[src/rtl/addr_attr_pkg.sv]
package addr_attr_pkg;
  localparam int unsigned REGION_W = 4;

  typedef struct packed {
    logic [REGION_W-1:0] region;
    logic                nonsec;
    logic                callable;
    logic                exempt;
  } attr_t;
endpackage

[src/rtl/addr_attr_cfg.sv]
module addr_attr_cfg #(
  parameter int unsigned DATA_W = 32,
  parameter int unsigned CFG_W  = 2
) (
  input  logic              clk_i,
  input  logic              rst_ni,
  input  logic              we_i,
  input  logic [DATA_W-1:0] wdata_i,
  output logic [CFG_W-1:0]  cfg_o,
  output logic [DATA_W-1:0] rdata_o
);
  localparam int unsigned PAD_W = DATA_W - CFG_W;

  logic [CFG_W-1:0] cfg_q;

  always_ff @(posedge clk_i or negedge rst_ni) begin
    if (!rst_ni)   cfg_q <= '0;
    else if (we_i) cfg_q <= wdata_i[CFG_W-1:0];
  end

  assign cfg_o   = cfg_q;
  assign rdata_o = {{PAD_W{1'b0}}, cfg_q};

  assert_hold_R7: assert property (@(posedge clk_i) disable iff (!rst_ni)
    !we_i |=> $stable(rdata_o));
  assert_load_R7: assert property (@(posedge clk_i) disable iff (!rst_ni)
    we_i |=> rdata_o[CFG_W-1:0] == $past(wdata_i[CFG_W-1:0]));
endmodule

[src/rtl/addr_attr_lookup.sv]
module addr_attr_lookup
  import addr_attr_pkg::*;
#(
  parameter int unsigned              ADDR_W       = 32,
  parameter int unsigned              CFG_W        = 2,
  parameter logic [CFG_W*REGION_W-1:0] CALL_REGIONS = {4'd3, 4'd1},
  parameter logic [ADDR_W-1:0]        EXEMPT_MASK  = 32'hEFF0_0000,
  parameter logic [ADDR_W-1:0]        EXEMPT_MATCH = 32'hE000_0000
) (
  input  logic [ADDR_W-1:0] addr_i,
  input  logic [CFG_W-1:0]  cfg_i,
  output attr_t             attr_o
);
  localparam int unsigned SEC_BIT = ADDR_W - REGION_W;

  logic [REGION_W-1:0] region;
  logic [CFG_W-1:0]    win_hit;

  assign region = addr_i[ADDR_W-1 -: REGION_W];

  // one callable window per configuration bit
  for (genvar i = 0; i < CFG_W; i++) begin : g_win
    assign win_hit[i] = cfg_i[i] && (region == CALL_REGIONS[i*REGION_W +: REGION_W]);
  end

  assign attr_o.region   = region;
  assign attr_o.nonsec   = ~addr_i[SEC_BIT];
  assign attr_o.callable = |win_hit;
  assign attr_o.exempt   = (addr_i & EXEMPT_MASK) == EXEMPT_MATCH;
endmodule

[src/rtl/addr_attr_unit.sv]
module addr_attr_unit
  import addr_attr_pkg::*;
#(
  parameter int unsigned ADDR_W = 32,
  parameter int unsigned DATA_W = 32,
  parameter int unsigned CFG_W  = 2
) (
  input  logic              clk_i,
  input  logic              rst_ni,
  input  logic              cfg_we_i,
  input  logic [DATA_W-1:0] cfg_wdata_i,
  output logic [DATA_W-1:0] cfg_rdata_o,
  input  logic [ADDR_W-1:0] addr_i,
  output logic [REGION_W-1:0] region_o,
  output logic              nonsec_o,
  output logic              callable_o,
  output logic              exempt_o
);
  logic [CFG_W-1:0] cfg;
  attr_t            attr;

  addr_attr_cfg #(.DATA_W(DATA_W), .CFG_W(CFG_W)) u_cfg (
    .clk_i   (clk_i),
    .rst_ni  (rst_ni),
    .we_i    (cfg_we_i),
    .wdata_i (cfg_wdata_i),
    .cfg_o   (cfg),
    .rdata_o (cfg_rdata_o)
  );

  addr_attr_lookup #(.ADDR_W(ADDR_W), .CFG_W(CFG_W)) u_lookup (
    .addr_i (addr_i),
    .cfg_i  (cfg),
    .attr_o (attr)
  );

  assign region_o   = attr.region;
  assign nonsec_o   = attr.nonsec;
  assign callable_o = attr.callable;
  assign exempt_o   = attr.exempt;

  assert_call_secure_R8: assert property (@(posedge clk_i) disable iff (!rst_ni)
    callable_o |-> !nonsec_o);
  assert_call_window_R3: assert property (@(posedge clk_i) disable iff (!rst_ni)
    callable_o |-> ((region_o == 4'd1) && cfg_rdata_o[0]) ||
                   ((region_o == 4'd3) && cfg_rdata_o[1]));
  assert_upper_zero_R7: assert property (@(posedge clk_i) disable iff (!rst_ni)
    cfg_rdata_o[DATA_W-1:CFG_W] == '0);
  assert_exempt_top_R5: assert property (@(posedge clk_i) disable iff (!rst_ni)
    exempt_o |-> region_o[3:1] == 3'b111);
  assert_reset_clear_R6: assert property (@(posedge clk_i)
    $rose(rst_ni) |-> cfg_rdata_o == '0);
endmodule

[config.mk]
export PLATFORM = sky130hd
export DESIGN_NAME = addr_attr_unit
export DESIGN_NICKNAME = d
export VERILOG_FILES = /design/src/rtl/addr_attr_pkg.sv /design/src/rtl/addr_attr_cfg.sv /design/src/rtl/addr_attr_lookup.sv /design/src/rtl/addr_attr_unit.sv
export SDC_FILE = /design/constraint.sdc
export NUM_CORES = 1
export LEC_CHECK = 0
export ABC_AREA = 0
export BUFFER_PORTS_ARGS = -buffer_cell sky130_fd_sc_hd__buf_2
export CAP_MARGIN = 20
export CORE_ASPECT_RATIO = 1.1
export CORE_MARGIN = 3
export CORE_UTILIZATION = 21
export CTS_BUF_LIST = sky130_fd_sc_hd__clkbuf_16
export DETAILED_ROUTE_END_ITERATION = 10
export PLACE_DENSITY = 0.84
export SLEW_MARGIN = 10
export SYNTH_ARGS = -nofsm -noshare
export SYNTH_HDL_FRONTEND = slang
export SYNTH_SLANG_ARGS = --single-unit
[constraint.sdc]
create_clock -name clk_i -period 1.8 [get_ports clk_i]
set_input_delay 0 -clock clk_i [delete_from_list [all_inputs] [get_ports clk_i]]
set_output_delay 0 -clock clk_i [all_outputs]
set_load 0.01 [all_outputs]
* After elaboration in Yosys (flattened, before gate mapping)
Index checks and enable logic that the tools add are counted.
** Storage, ports and cells
- Register bits after elaboration :: 2
- Bits in latches :: 0
- Memory bits (writable) :: 0
- ROM bits :: 0
- Bits of input ports :: 67
- Word-level logic and storage cells :: 8
- Memories kept :: 0
** Operators by class
- Add/subtract/negate cells :: 0
- $mul :: 0
- Divide/modulo/power cells :: 0
- Order comparisons :: 0
- Eq/ne operators :: 3
- Shift operators :: 0
- Multiplexer cells :: 0
- Bitwise operators :: 1
- Reductions and logical operators :: 3
** Operators with widths (number)
- 11-bit == test, second input constant :: 1
- 4-bit by 1-bit == test with 1-bit output, second input constant :: 1
- 4-bit by 2-bit == test with 1-bit output, second input constant :: 1
- 1-bit logical AND :: 2
- 2-bit OR reduction :: 1
- 1-bit inverter :: 1

* Logic depth before layout (Yosys ltp)
- Word-level depth :: 3
- Gate-level depth with buffers :: 2
- Mapped depth without buffers :: 2

* Cells and area by module
From an unflattened synthesis, not the netlist that was laid out.
** Unflattened totals
- Cells, all modules :: 48
- Area, all modules :: 399.1 µm²
** By module, submodules not included
- addr_attr_cfg :: instances 1, cells an instance 37, area each 316.6 µm², seq. area each 50.0 µm²
- addr_attr_lookup :: instances 1, cells an instance 11, area each 82.6 µm², seq. area each 0.0 µm²

* Worst setup path before layout
No wires, ideal clock.
- Path kind :: register to output
- Start point :: register u_cfg.cfg_q[1] (netlist: u_cfg.cfg_o[1])
- End point :: output port callable_o
- Data arrival time :: 0.824 ns
- Path slack :: 0.976 ns
- Cell stages (with the launch flop) :: 3
- Path buffers :: 0
- Cells stage by stage :: dfrtp_1 mux2i_1 nor4_1
** On the way
- Longest elaborated chain between the ends :: 2
** Ends and longest elaborated chain
- start: declaration :: line addr_attr_cfg.sv:14 : logic [CFG_W-1:0] cfg_q;
- start signal: assignment :: line addr_attr_cfg.sv:18 : else if (we_i) cfg_q <= wdata_i[CFG_W-1:0];
- 1-bit logical AND :: line addr_attr_lookup.sv:23 : assign win_hit[i] = cfg_i[i] && (region == CALL_REGIONS[i*REGION_W +: REGION_W]);
- 2-bit OR reduction :: line addr_attr_lookup.sv:28 : assign attr_o.callable = |win_hit;
- end: declaration :: line addr_attr_unit.sv:16 : output logic callable_o,
Every way passes these cells.

* Final worst setup path
Same ends and word-level chain as after synthesis.

==> results.yml <==
run:
  maxCapViolations: 0
global_route:
  grt_pass1_vias: 274
  gr-total-overflow: 0
  grt_pass1_wl_mm: 1.11
  antenna_found_initial: 0
  grt_usage_pct: 7.10
  grt_max_degree: 4
timing:
  rsz0062_at_grt: "no"
  slew_viol_final: 0
  skew_ns: 0
  fin_crit_ns: 0.967
  setup_tns_ns: 0
  fmax_mhz: 1030
  fin_crit_sh_pct: 53.7
  setup_viol: 0
  hold_viol_final: 0
worst_setup_path:
  crit_end: "callable_o"
  crit_required_ns: 1.80
  critPathMaxStageDelay_ns: 0.36
  worst-endpoint-arrival_ns: 0.97
  crit_fanout: 3
  reg2reg_depth: 1
  path_buf_inv: 1
  r2r_end: "u_cfg.cfg_o[1]$_DFFE_PN0P_"
  path_cells: "mux2i_1 -> nor4_1 -> buf_2"
  path_class: "flip-flop to output pin"
  crit_path_end_kind: "output pin"
  worst-path-stages: 3
  cp-start-kind: "flip-flop"
  rrSetupSlack_ns: 1.04
  slowest_stage: "dfrtp_1"
  crit_start: "u_cfg.cfg_o[1]$_DFFE_PN0P_"
  timing.rr.start: "u_cfg.cfg_o[1]$_DFFE_PN0P_"
  critPathTopFamily: "flip-flops"
cells_and_area:
  antennaDiodeCount: 0
  area_delta_synth_final_pct: 22.3
  fillers: 172
  seqCellArea_um2: 50.0
  drive_gt1_share_pct: 42.9
  multi_input_area_um2: 181
  fin_area_um2: 467
  finalNetCount: 139
  largest_reg_flops: 2
clock_tree:
  clock-sinks: 2
  ctsLongestPathBuffers: 2
  tritoncts: "done"
  cts-buffers-inserted: 3
  h-tree-depth: 1
  cts.repair.resized: 0
  path_clk_slew_ns: 0.03
  root_buffer: "clkbuf_16"
  clkLatencyLatePin_ns: 0.22
placed_design:
  gp_congestion: 0.737
  dp_hpwl_um: 658
  portBuffers: 25
  placed_area_um2: 382
routing:
  drt-initial-drc-count: 0
  drc_errors: 0
  vias: 311
  post_drt_wl_per_cell_um: 9.13
  wirelength_um: 794
  viasPerCell: 3.57
  detail-route-antenna-nets: 0
  firstDrtPassIters: 1
pwr:
  p_leak_nw: 0.290
  seq_power_share_pct: 11.2
  power.density_nw_per_um2: 1010
  switching_share_pct: 23.5
  combPwrFrac_pct: 16.6
  vdd_drop_max_mv: 0.606
  p_sw_uw: 111
  internal-power_uw: 361
  power_frac_clock_pct: 72.2
synth:
  syn_avg_cell_area_um2: 8.30
  synthTopCellsByCount: "buf_4 (34), dfrtp_1 (2), mux2_2 (2), nor4b_1 (2)"
  yosys.area_share.simple_pct: 9.51
  syn_area_um2: 382
  synth-edff-count: 0
  muxShareOfSynthArea_pct: 8.52
  synth_top_area_share_pct: 66.9
  netlist_instances: 46
  synth_most_common_cell: "buf_4"
  netlist.top_cell.by_area: "buf_4"
  synth_cell_types: 10
  synth_compound_area_share_pct: 0
  ys_warn_count: 0
  synth_top_family_by_area: "buffers and inverters"
  synthAdderAreaFrac_pct: 0
  ys_seq_area_share_pct: 13.1
  synth_xor_area_share_pct: 0
  postSynth.asyncResetShare_pct: 100
  ys_seq_elements: 2
  synth_flop_cell: "dfrtp_1"
  synth_area_leaders: "buf_4 (67%), dfrtp_1 (13%), mux2_2 (5.9%)"
floorplanning:
  ioPinCount: 106
  chipWidth_um: 46.6
  start_util_pct: 23.4
  die_h_um: 50.7
  dieArea_um2: 2370
  rows: 15
  fp.coreArea_um2: 1630
worst_hold_path:
  min_path_cells: 2
  hold_class: "input port to flip-flop"
  hold_start: "cfg_wdata_i[0]"
outcome:
  status: "completed"
-- timing repair --
| item | in CTS | in global routing |
|---|---|---|
| hold endpoints to repair | 2 | 0 |
| setup buffers | 0 | 0 |
| endpoints found under the setup margin | 0 | 0 |
| hold buffers | 1 | 0 |
-- cell usage in the layout, fill, tap and decap left out --
cell	netlist	layout
nor4b_1	2	2
inv_1	1	1
dlygate4sd3_1	0	1
buf_2	0	25
nor2_1	1	1
conb_1	1	30
dfrtp_1	2	2
nor4_1	1	1
clkbuf_16	0	3
mux2_2	2	2
mux2i_1	1	1
and4_1	1	1
-- stage by stage --
stage | std cells | total power [mW] | hold WS (ns) | utilization, % | worst slack [ns]
5_1_grt | 87 | 0.490 | 0.0234 | 28.6 | 0.742
2_1_floorplan | 75 | 0.151 | -0.296 | - | 0.976
3_5_place_dp | 83 | 0.129 | -0.212 | 23.4 | 0.995
3_3_place_gp | 83 | 0.127 | -0.211 | 23.4 | 1.03
4_1_cts | 87 | 0.479 | 0.00972 | 28.6 | 0.821
6_report | 87 | 0.473 | 0.0143 | 28.6 | 0.833
-- worst min path at each step --
stage	slack, ns	to
floorplan	-0.30	u_cfg.cfg_o[0]$_DFFE_PN0P_
global placement	-0.21	u_cfg.cfg_o[0]$_DFFE_PN0P_
global route	0.02	u_cfg.cfg_o[0]$_DFFE_PN0P_
detailed placement	-0.21	u_cfg.cfg_o[0]$_DFFE_PN0P_
CTS	0.01	u_cfg.cfg_o[0]$_DFFE_PN0P_
finish	0.01	u_cfg.cfg_o[0]$_DFFE_PN0P_
-- power groups by stage --
stage	combinational [mW]	clock (mW)	sequential, mW
CTS	0.0774	0.348	0.0531
detailed placement	0.0755	0	0.0533
global placement	0.0739	0	0.0535
finish	0.0784	0.341	0.0530
floorplan	0.0954	0	0.0554
global route	0.0868	0.349	0.0538
-- cells by family after synthesis --
| family | after synthesis |
|---|---|
| flip-flops | 2 |
| AND/OR/NAND/NOR | 5 |
| other | 1 |
| buffers and inverters | 35 |
| multiplexers | 3 |
-- routing by layer --
metal	global-route usage, %	up-vias	routed length (um)
met5	0	-	0
met4	6.91	0	29
met3	1.79	3	152
met2	13.5	44	436
met1	4.89	131	176
li1	-	133	-
-- cell type report --
cell class | count | share of cell area [%]
clock buffers | 3 | 16.1
multi-input cells | 38 | 38.9
well taps | 17 | 4.56
flip-flops and latches | 2 | 10.7
repair buffers | 26 | 29.0
inverters | 1 | 0.804
(Power assumes the default switching activity.)
